[config.mk]
export PLATFORM = sky130hd
export DESIGN_NAME = qmQueueMgr
export DESIGN_NICKNAME = d
export VERILOG_FILES = /design/src/rtl/qmPkg.sv /design/src/rtl/qmLinkRam.sv /design/src/rtl/qmRegionMap.sv /design/src/rtl/qmCtrl.sv /design/src/rtl/qmDatapath.sv /design/src/rtl/qmQueueMgr.sv
export SDC_FILE = /design/constraint.sdc
export NUM_CORES = 2
export LEC_CHECK = 0
export BUFFER_PORTS_ARGS = -buffer_cell sky130_fd_sc_hd__buf_2
export CORE_MARGIN = 10
export CORE_UTILIZATION = 60
export DETAILED_ROUTE_END_ITERATION = 6
export GPL_TIMING_DRIVEN = 0
export PLACE_DENSITY = 0.77
export SYNTH_ARGS = -nofsm -noshare
export SYNTH_HDL_FRONTEND = slang
export SYNTH_SLANG_ARGS = --single-unit
export TNS_END_PERCENT = 30
[constraint.sdc]
create_clock -name clk -period 15.9 [get_ports clk]
set_clock_uncertainty 0.1 [all_clocks]
set_input_delay 3.18 -clock clk [delete_from_list [all_inputs] [get_ports clk]]
set_output_delay 3.18 -clock clk [all_outputs]
set_load 0.05 [all_outputs]
[src/rtl/qmPkg.sv]
package qmPkg;

  typedef enum logic [1:0] {
    ST_IDLE,
    ST_PUSH,
    ST_POPRD,
    ST_POPFIN
  } qmState_t;

  typedef struct packed {
    logic latchPush;
    logic latchPop;
    logic doPush;
    logic popRd;
    logic popFin;
  } qmStrobe_t;

endpackage

[src/rtl/qmLinkRam.sv]
module qmLinkRam #(
  parameter int DEPTH = 64,
  parameter int WIDTH = 8,
  localparam int AW = $clog2(DEPTH)
) (
  input  logic             clk,
  input  logic             we,
  input  logic [AW-1:0]    addr,
  input  logic [WIDTH-1:0] wdata,
  output logic [WIDTH-1:0] rdata
);
  logic [WIDTH-1:0] mem [DEPTH];

  always_ff @(posedge clk) begin
    if (we) mem[addr] <= wdata;
    rdata <= mem[addr];
  end
endmodule

[src/rtl/qmRegionMap.sv]
module qmRegionMap #(
  parameter int ADDR_W   = 32,
  parameter int NUM_REG  = 2,
  parameter int NUM_DESC = 64,
  localparam int IDX_W = $clog2(NUM_DESC),
  localparam int CNT_W = $clog2(NUM_DESC + 1),
  localparam int REG_W = (NUM_REG > 1) ? $clog2(NUM_REG) : 1
) (
  input  logic [ADDR_W-1:0] regBase  [NUM_REG],
  input  logic [4:0]        regLog2  [NUM_REG],
  input  logic [CNT_W-1:0]  regCount [NUM_REG],
  input  logic [IDX_W-1:0]  regLink  [NUM_REG],
  input  logic [ADDR_W-1:0] lookAddr,
  output logic              lookHit,
  output logic [IDX_W-1:0]  lookIdx,
  output logic [REG_W-1:0]  lookReg,
  input  logic [REG_W-1:0]  revReg,
  input  logic [IDX_W-1:0]  revIdx,
  output logic [ADDR_W-1:0] revAddr
);
  logic              hitR [NUM_REG];
  logic [IDX_W-1:0]  idxR [NUM_REG];

  for (genvar r = 0; r < NUM_REG; r++) begin : g_reg
    logic [ADDR_W-1:0] offset, slot, sum, lowMask;
    always_comb begin
      offset  = lookAddr - regBase[r];
      slot    = offset >> regLog2[r];
      lowMask = ~({ADDR_W{1'b1}} << regLog2[r]);
      sum     = ADDR_W'(regLink[r]) + slot;
      hitR[r] = (lookAddr >= regBase[r]) && ((offset & lowMask) == '0) &&
                (slot < ADDR_W'(regCount[r])) && (sum < ADDR_W'(NUM_DESC));
      idxR[r] = sum[IDX_W-1:0];
    end
  end

  always_comb begin
    lookHit = 1'b0;
    lookIdx = '0;
    lookReg = '0;
    for (int r = NUM_REG - 1; r >= 0; r--) begin
      if (hitR[r]) begin
        lookHit = 1'b1;
        lookIdx = idxR[r];
        lookReg = REG_W'(r);
      end
    end
  end

  logic [IDX_W-1:0] revSlot;
  always_comb begin
    revSlot = revIdx - regLink[revReg];
    revAddr = regBase[revReg] + (ADDR_W'(revSlot) << regLog2[revReg]);
  end
endmodule

[src/rtl/qmCtrl.sv]
module qmCtrl
  import qmPkg::*;
(
  input  logic      clk,
  input  logic      rstN,
  input  logic      pushValid,
  input  logic      popValid,
  output qmStrobe_t stb,
  output logic      busy
);
  qmState_t state, nextState;
  logic     pendPop;

  always_comb begin
    stb       = '0;
    nextState = state;
    case (state)
      ST_IDLE: begin
        if (pushValid) begin
          stb.latchPush = 1'b1;
          stb.latchPop  = popValid;
          nextState     = ST_PUSH;
        end else if (popValid) begin
          stb.latchPop = 1'b1;
          nextState    = ST_POPRD;
        end
      end
      ST_PUSH: begin
        stb.doPush = 1'b1;
        nextState  = pendPop ? ST_POPRD : ST_IDLE;
      end
      ST_POPRD: begin
        stb.popRd = 1'b1;
        nextState = ST_POPFIN;
      end
      default: begin
        stb.popFin = 1'b1;
        nextState  = ST_IDLE;
      end
    endcase
  end

  always_ff @(posedge clk) begin
    if (!rstN) begin
      state   <= ST_IDLE;
      pendPop <= 1'b0;
    end else begin
      state <= nextState;
      if (state == ST_IDLE) pendPop <= pushValid && popValid;
      else if (state == ST_PUSH) pendPop <= 1'b0;
    end
  end

  assign busy = (state != ST_IDLE);
endmodule

[src/rtl/qmDatapath.sv]
module qmDatapath
  import qmPkg::*;
#(
  parameter int ADDR_W     = 32,
  parameter int QNUM_W     = 8,
  parameter int NUM_QUEUES = 8,
  parameter int QUEUE_BASE = 16,
  parameter int NUM_DESC   = 64,
  parameter int NUM_REG    = 2,
  localparam int IDX_W  = $clog2(NUM_DESC),
  localparam int CNT_W  = $clog2(NUM_DESC + 1),
  localparam int BYTE_W = CNT_W + 8,
  localparam int REG_W  = (NUM_REG > 1) ? $clog2(NUM_REG) : 1,
  localparam int QIDX_W = (NUM_QUEUES > 1) ? $clog2(NUM_QUEUES) : 1
) (
  input  logic              clk,
  input  logic              rstN,
  input  qmStrobe_t         stb,
  input  logic [QNUM_W-1:0] pushQueue,
  input  logic [ADDR_W-1:0] pushPtr,
  input  logic [QNUM_W-1:0] popQueue,
  input  logic              cfgWr,
  input  logic [REG_W-1:0]  cfgSel,
  input  logic [ADDR_W-1:0] cfgBase,
  input  logic [4:0]        cfgLog2,
  input  logic [CNT_W-1:0]  cfgCount,
  input  logic [IDX_W-1:0]  cfgLink,
  input  logic              thrWr,
  input  logic [QNUM_W-1:0] thrQueue,
  input  logic [7:0]        thrData,
  input  logic [QNUM_W-1:0] statQueue,
  output logic [CNT_W-1:0]  statCount,
  output logic [BYTE_W-1:0] statBytes,
  output logic [NUM_QUEUES-1:0] thrFlag,
  output logic [ADDR_W-1:0] popData,
  output logic              popDone,
  output logic              pushErr
);
  function automatic logic inWin(input logic [QNUM_W-1:0] q);
    return (int'(q) >= QUEUE_BASE) && (int'(q) < QUEUE_BASE + NUM_QUEUES);
  endfunction

  function automatic logic [QIDX_W-1:0] relQ(input logic [QNUM_W-1:0] q);
    return QIDX_W'(int'(q) - QUEUE_BASE);
  endfunction

  function automatic logic [BYTE_W-1:0] hintBytes(input logic [3:0] h);
    return BYTE_W'({h, 4'b0000}) + BYTE_W'(16);
  endfunction

  // region table
  logic [ADDR_W-1:0] regBase  [NUM_REG];
  logic [4:0]        regLog2  [NUM_REG];
  logic [CNT_W-1:0]  regCount [NUM_REG];
  logic [IDX_W-1:0]  regLink  [NUM_REG];

  // per-queue state
  logic [IDX_W-1:0]  qHead  [NUM_QUEUES];
  logic [IDX_W-1:0]  qTail  [NUM_QUEUES];
  logic [CNT_W-1:0]  qCount [NUM_QUEUES];
  logic [BYTE_W-1:0] qBytes [NUM_QUEUES];
  logic [7:0]        qThr   [NUM_QUEUES];

  // latched requests
  logic [QIDX_W-1:0] pQ, oQ;
  logic              pQok, oQok;
  logic [ADDR_W-1:0] pPtr;

  logic              lookHit;
  logic [IDX_W-1:0]  lookIdx;
  logic [REG_W-1:0]  lookReg;
  logic [ADDR_W-1:0] revAddr;
  logic              pushGood;

  logic              linkWe, infoWe;
  logic [IDX_W-1:0]  linkAddr, infoAddr, linkRd;
  logic [REG_W+3:0]  infoRd;

  qmRegionMap #(.ADDR_W(ADDR_W), .NUM_REG(NUM_REG), .NUM_DESC(NUM_DESC)) u_map (
    .regBase(regBase), .regLog2(regLog2), .regCount(regCount), .regLink(regLink),
    .lookAddr({pPtr[ADDR_W-1:4], 4'b0000}),
    .lookHit(lookHit), .lookIdx(lookIdx), .lookReg(lookReg),
    .revReg(infoRd[REG_W+3:4]), .revIdx(qHead[oQ]), .revAddr(revAddr)
  );

  assign pushGood = pQok && lookHit;

  always_comb begin
    linkWe   = stb.doPush && pushGood && (qCount[pQ] != '0);
    infoWe   = stb.doPush && pushGood;
    linkAddr = stb.doPush ? qTail[pQ] : qHead[oQ];
    infoAddr = stb.doPush ? lookIdx : qHead[oQ];
  end

  qmLinkRam #(.DEPTH(NUM_DESC), .WIDTH(IDX_W)) u_link (
    .clk(clk), .we(linkWe), .addr(linkAddr), .wdata(lookIdx), .rdata(linkRd)
  );

  qmLinkRam #(.DEPTH(NUM_DESC), .WIDTH(REG_W + 4)) u_info (
    .clk(clk), .we(infoWe), .addr(infoAddr), .wdata({lookReg, pPtr[3:0]}),
    .rdata(infoRd)
  );

  always_ff @(posedge clk) begin
    if (!rstN) begin
      for (int r = 0; r < NUM_REG; r++) begin
        regBase[r]  <= '0;
        regLog2[r]  <= 5'd4;
        regCount[r] <= '0;
        regLink[r]  <= '0;
      end
    end else if (cfgWr) begin
      regBase[cfgSel]  <= cfgBase;
      regLog2[cfgSel]  <= cfgLog2;
      regCount[cfgSel] <= cfgCount;
      regLink[cfgSel]  <= cfgLink;
    end
  end

  always_ff @(posedge clk) begin
    if (!rstN) begin
      pQ <= '0; oQ <= '0; pQok <= 1'b0; oQok <= 1'b0; pPtr <= '0;
    end else begin
      if (stb.latchPush) begin
        pQ   <= relQ(pushQueue);
        pQok <= inWin(pushQueue);
        pPtr <= pushPtr;
      end
      if (stb.latchPop) begin
        oQ   <= relQ(popQueue);
        oQok <= inWin(popQueue);
      end
    end
  end

  always_ff @(posedge clk) begin
    if (!rstN) begin
      for (int q = 0; q < NUM_QUEUES; q++) begin
        qHead[q]  <= '0;
        qTail[q]  <= '0;
        qCount[q] <= '0;
        qBytes[q] <= '0;
        qThr[q]   <= '0;
      end
      popData <= '0;
      popDone <= 1'b0;
      pushErr <= 1'b0;
    end else begin
      popDone <= stb.popFin;
      pushErr <= stb.doPush && !pushGood;
      if (thrWr && inWin(thrQueue)) qThr[relQ(thrQueue)] <= thrData;
      if (stb.doPush && pushGood) begin
        if (qCount[pQ] == '0) qHead[pQ] <= lookIdx;
        qTail[pQ]  <= lookIdx;
        qCount[pQ] <= qCount[pQ] + 1'b1;
        qBytes[pQ] <= qBytes[pQ] + hintBytes(pPtr[3:0]);
      end
      if (stb.popFin) begin
        if (oQok && (qCount[oQ] != '0)) begin
          popData    <= {revAddr[ADDR_W-1:4], infoRd[3:0]};
          qHead[oQ]  <= linkRd;
          qCount[oQ] <= qCount[oQ] - 1'b1;
          qBytes[oQ] <= qBytes[oQ] - hintBytes(infoRd[3:0]);
        end else begin
          popData <= '0;
        end
      end
    end
  end

  for (genvar q = 0; q < NUM_QUEUES; q++) begin : g_flag
    assign thrFlag[q] = qThr[q][7] ? (int'(qCount[q]) >= int'(qThr[q][6:0]))
                                   : (int'(qCount[q]) <  int'(qThr[q][6:0]));
  end

  assign statCount = inWin(statQueue) ? qCount[relQ(statQueue)] : '0;
  assign statBytes = inWin(statQueue) ? qBytes[relQ(statQueue)] : '0;
endmodule

[src/rtl/qmQueueMgr.sv]
module qmQueueMgr
  import qmPkg::*;
#(
  parameter int ADDR_W     = 32,
  parameter int QNUM_W     = 8,
  parameter int NUM_QUEUES = 8,
  parameter int QUEUE_BASE = 16,
  parameter int NUM_DESC   = 64,
  parameter int NUM_REG    = 2,
  localparam int IDX_W  = $clog2(NUM_DESC),
  localparam int CNT_W  = $clog2(NUM_DESC + 1),
  localparam int BYTE_W = CNT_W + 8,
  localparam int REG_W  = (NUM_REG > 1) ? $clog2(NUM_REG) : 1
) (
  input  logic                  clk,
  input  logic                  rstN,
  input  logic                  pushValid,
  input  logic [QNUM_W-1:0]     pushQueue,
  input  logic [ADDR_W-1:0]     pushPtr,
  input  logic                  popValid,
  input  logic [QNUM_W-1:0]     popQueue,
  input  logic                  cfgWr,
  input  logic [REG_W-1:0]      cfgSel,
  input  logic [ADDR_W-1:0]     cfgBase,
  input  logic [4:0]            cfgLog2,
  input  logic [CNT_W-1:0]      cfgCount,
  input  logic [IDX_W-1:0]      cfgLink,
  input  logic                  thrWr,
  input  logic [QNUM_W-1:0]     thrQueue,
  input  logic [7:0]            thrData,
  input  logic [QNUM_W-1:0]     statQueue,
  output logic [CNT_W-1:0]      statCount,
  output logic [BYTE_W-1:0]     statBytes,
  output logic [NUM_QUEUES-1:0] thrFlag,
  output logic                  busy,
  output logic [ADDR_W-1:0]     popData,
  output logic                  popDone,
  output logic                  pushErr
);
  qmStrobe_t stb;

  qmCtrl u_ctrl (
    .clk(clk), .rstN(rstN), .pushValid(pushValid), .popValid(popValid),
    .stb(stb), .busy(busy)
  );

  qmDatapath #(
    .ADDR_W(ADDR_W), .QNUM_W(QNUM_W), .NUM_QUEUES(NUM_QUEUES),
    .QUEUE_BASE(QUEUE_BASE), .NUM_DESC(NUM_DESC), .NUM_REG(NUM_REG)
  ) u_dp (
    .clk(clk), .rstN(rstN), .stb(stb),
    .pushQueue(pushQueue), .pushPtr(pushPtr), .popQueue(popQueue),
    .cfgWr(cfgWr), .cfgSel(cfgSel), .cfgBase(cfgBase), .cfgLog2(cfgLog2),
    .cfgCount(cfgCount), .cfgLink(cfgLink),
    .thrWr(thrWr), .thrQueue(thrQueue), .thrData(thrData),
    .statQueue(statQueue), .statCount(statCount), .statBytes(statBytes),
    .thrFlag(thrFlag), .popData(popData), .popDone(popDone), .pushErr(pushErr)
  );
endmodule

==> impl_metrics.csv <==
group,metric,value,unit
synthesis,synth_compound_area_share,17.8,%
synthesis,ys_warn_count,0,
power,p_sw,3.18,mW
cts,root_buffer,"clkbuf_16",
cts,cts_tree,"yes",
synthesis,synth_cells,6942,
cells_and_area,fin_area,79600,sq um
global_route,grt_pass1_wl,400000,um
global_route,grt_use_total,39.7,%
synthesis,synth_fa_ha_area_share,3.45,%
cells_and_area,register_area,35100,sq um
status,status,"complete, but fails checks",
placement,dp_cells,8756,
power,comb_power_share,27.4,%
timing,post-route-period-util,77.7,%
routing,finalWirelength,279000,um
placement,place_area,75200,sq um
power,power_density,116,nW/um^2
synthesis,synth_top_family_by_area,"compound AO/OA/AOI/OAI gates",
floorplan,die_x,366,um
status,violations,"DRC, capacitance limit, slew limit",
power,p_seq_share,39.0,%
global_route,antenna_found_initial,6,
min_path,hp-class,"flop to flop",
worst_setup_path,reg2reg_from,"u_dp.regLog2[0]",
synthesis,synthMuxAreaShare,8.57,%
synthesis,synthTopCellsByArea,"edfxtp_1 43%, dfxtp_1 5.4%, mux4_2 5.4%, nor2_1 4.2%, nand2_1 3.9%",
cells_and_area,multi_input_area,34000,sq um
power,clkPwrFrac,33.6,%
routing,num_vias,64000,
floorplan,die-area,134000,sq um
worst_setup_path,r2r_slack,3540,ps
global_route,grt_pass1_vias,60300,
power,power.internal,6.07,mW
worst_setup_path,slowest_stage,"nor2_1",
synthesis,synthTopCellsByCount,"1040 x edfxtp_1, 806 x nor2_1, 755 x nand2_1",
power,p_sw_share,34.4,%
cells_and_area,final_cells,9003,
timing,fmax,80.9,MHz
synthesis,synth_nets,7266,
cts,clkSlewWorstSetupHoldPaths,60,ps
worst_setup_path,required,16200,ps
worst_setup_path,ff2ff_path_depth,27,
floorplan,die_h,366,um
cts,htree_levels,4,
global_route,overflow,0,
routing,ant_nets,0,
cells_and_area,num-fill-cells,9243,
worst_setup_path,startpoint_type,"flop",
flow_run,drv_cap,1,
timing,setup_viol,0,
worst_setup_path,r2r-end,"u_dp.u_info.mem[13][1]",
synthesis,yosysMostFrequentCell,"edfxtp_1",
cts,cts_buffers,132,
synthesis,synth_flop_cell,"edfxtp_1",
floorplan,rows,127,
floorplan,pin_count,194,
worst_setup_path,endpoint_kind,"flop",
worst_setup_path,crit_end,"u_dp.u_info.mem[13][1]",
timing,slew_viol_final,4,
floorplan,fp.coreArea,119000,sq um
timing,hold_violations,0,
synthesis,synth_top_cell_area_share,43.4,%
cts,cts.repair.resized,0,
worst_setup_path,worstPathArrival,12660,ps
power,leakage,29.5,nW
synthesis,synth_top_area_cell,"edfxtp_1",
worst_setup_path,cpMostUsedCell,"clkbuf_1",
synthesis,synth_enable_flop_cells,1040,
routing,drtIter0Drc,10400,
routing,wl_per_cell,30.9,um
cells_and_area,drive_above_1_share,10.6,%
placement,hpwl,201000,um
cts,postCtsHoldBufs,0,
power,ir_worst_vdd,0.105,mV
cts,clkSinkCount,1234,
placement,gp_congestion,1.04,
routing,vias_per_cell,7.11,
synthesis,yosysSeqAreaShare,48.8,%
synthesis,netlist_area,72000,sq um
cts,post_cts_buffers,0,
synthesis,synth-xor-area-share,1.16,%
synthesis,yosys.area_share.simple,16.2,%
timing,slew_headroom,-8.77,%
cells_and_area,syn_to_final_growth,10.6,%
cts,clock_latency,790,ps
worst_setup_path,cp_slowest_stage_delay,1040,ps
timing,post-route-min-period,12360,ps
floorplan,start_util,60.3,%
cells_and_area,nets,7603,
placement,io_buffers,190,
timing,fin_hold_ws,366,ps
global_route,grt_max_degree,69,
routing,firstDrtPassIters,7,
synthesis,async_reset_ff_share,0,%
synthesis,synth_seq_cells,1234,
worst_setup_path,path_class,"flop to flop",
timing,rsz0062_at_grt,"no",
routing,drc,18,
cts,clk_path_buf_depth,3,
timing,worstMarginPinSlew,1610,ps
worst_setup_path,crit_fanout,36,
synthesis,syn_avg_cell_area,10.4,sq um
worst_setup_path,crit_start,"u_dp.regLog2[0]",
synthesis,synthDistinctLibCells,129,
==> stage by stage <==
step,utilization (%),TNS [ps],power (mW),setup WS [ps]
2_1_floorplan,-,0,5.21,5870
3_3_place_gp,62.7,-44540,6.05,-440
3_5_place_dp,63.0,0,6.07,4360
4_1_cts,66.6,0,9.11,4280
5_1_grt,66.6,0,9.48,3530
6_report,66.6,0,9.26,3540
==> registers in the layout, summed over array words and instances, names as in the netlist, 6 cells and up, named ones only <==
signal	flops
u_dp.qBytes	120
u_dp.qHead	48
u_dp.qCount	56
u_dp.regCount	14
u_dp.popData	32
u_dp.regBase	64
u_dp.qTail	48
u_dp.u_link.mem	384
u_dp.pPtr	32
u_dp.u_link.rdata	6
u_dp.regLink	12
u_dp.u_info.mem	320
u_dp.qThr	64
u_dp.regLog2	10
==> how the worst min path moves through the flow <==
stage / from / end / slack (ps) / cells after the start
3_5_place_dp: u_dp.regBase[62] / u_dp.regBase[62] / 360 / 2
4_1_cts: u_dp.regCount[3] / u_dp.regCount[3] / 360 / 2
2_1_floorplan: u_dp.regCount[0] / u_dp.regCount[0] / 340 / 2
6_report: u_dp.regBase[36] / u_dp.regBase[36] / 370 / 2
3_3_place_gp: u_dp.regBase[48] / u_dp.regBase[48] / 350 / 2
5_1_grt: u_dp.regCount[3] / u_dp.regCount[3] / 380 / 2
==> cells by family (layout without fill, tap and decap cells) <==
logic type / count (synthesis) / after routing
buffers and inverters: 718 / 1161
and+or+nand+nor: 2434 / 2434
DFF: 1234 / 1234
AOI/OAI and AO/OA: 1871 / 1871
xor gates and xnor gates: 95 / 95
other: 0 / 6
muxes: 394 / 394
adders and majority gates: 196 / 196
==> placed cells by master, fill, tap and decap left out, types with 153 or more instances in the layout <==
master / count
o21ai_0: 321
dfxtp_1: 190
a21boi_0: 217
mux2i_1: 167
clkbuf_1: 402
buf_2: 245
inv_1: 214
ha_1: 190
nand2_1: 755
mux4_2: 172
a21oi_1: 375
nor2_1: 804
and3_1: 153
edfxtp_1: 1040
==> area by class of cell <==
class | count | share of cell area, %
Sequential cell | 1234 | 44.1
Multi-Input combinational cell | 4990 | 42.7
Clock buffer | 166 | 4.44
Buffer | 496 | 2.59
Tap cell | 1612 | 2.53
Timing Repair Buffer | 203 | 1.52
Inverter | 222 | 1.05
Clock inverter | 74 | 1.01
Antenna cell | 6 | 0.0189
==> worst max-delay path, delay by kind of cell (launching register included) <==
family | cells | cell delay [ps]
mux | 2 | 720
simple gates | 14 | 5690
flops | 1 | 390
fa+ha+maj | 1 | 320
compound gates | 5 | 1660
buf+inv | 5 | 3030
==> routing by layer <==
layer	vias to the layer above	wire, um	track usage (%)
li1	27000	-	-
met1	30800	101000	51.2
met2	5132	121000	60.1
met3	1067	36500	10.2
met4	2	19700	23.8
met5	-	12	0
==> power by group through the flow <==
stage | Clock (mW) | Combinational (mW) | Sequential (mW)
after global placement | 0 | 2.37 | 3.68
after floorplan | 0 | 1.56 | 3.65
final | 3.11 | 2.54 | 3.61
after global routing | 3.22 | 2.64 | 3.61
after detailed placement | 0 | 2.39 | 3.67
after CTS | 3.09 | 2.41 | 3.61
No activity file was read; power rests on OpenSTA's default activity.
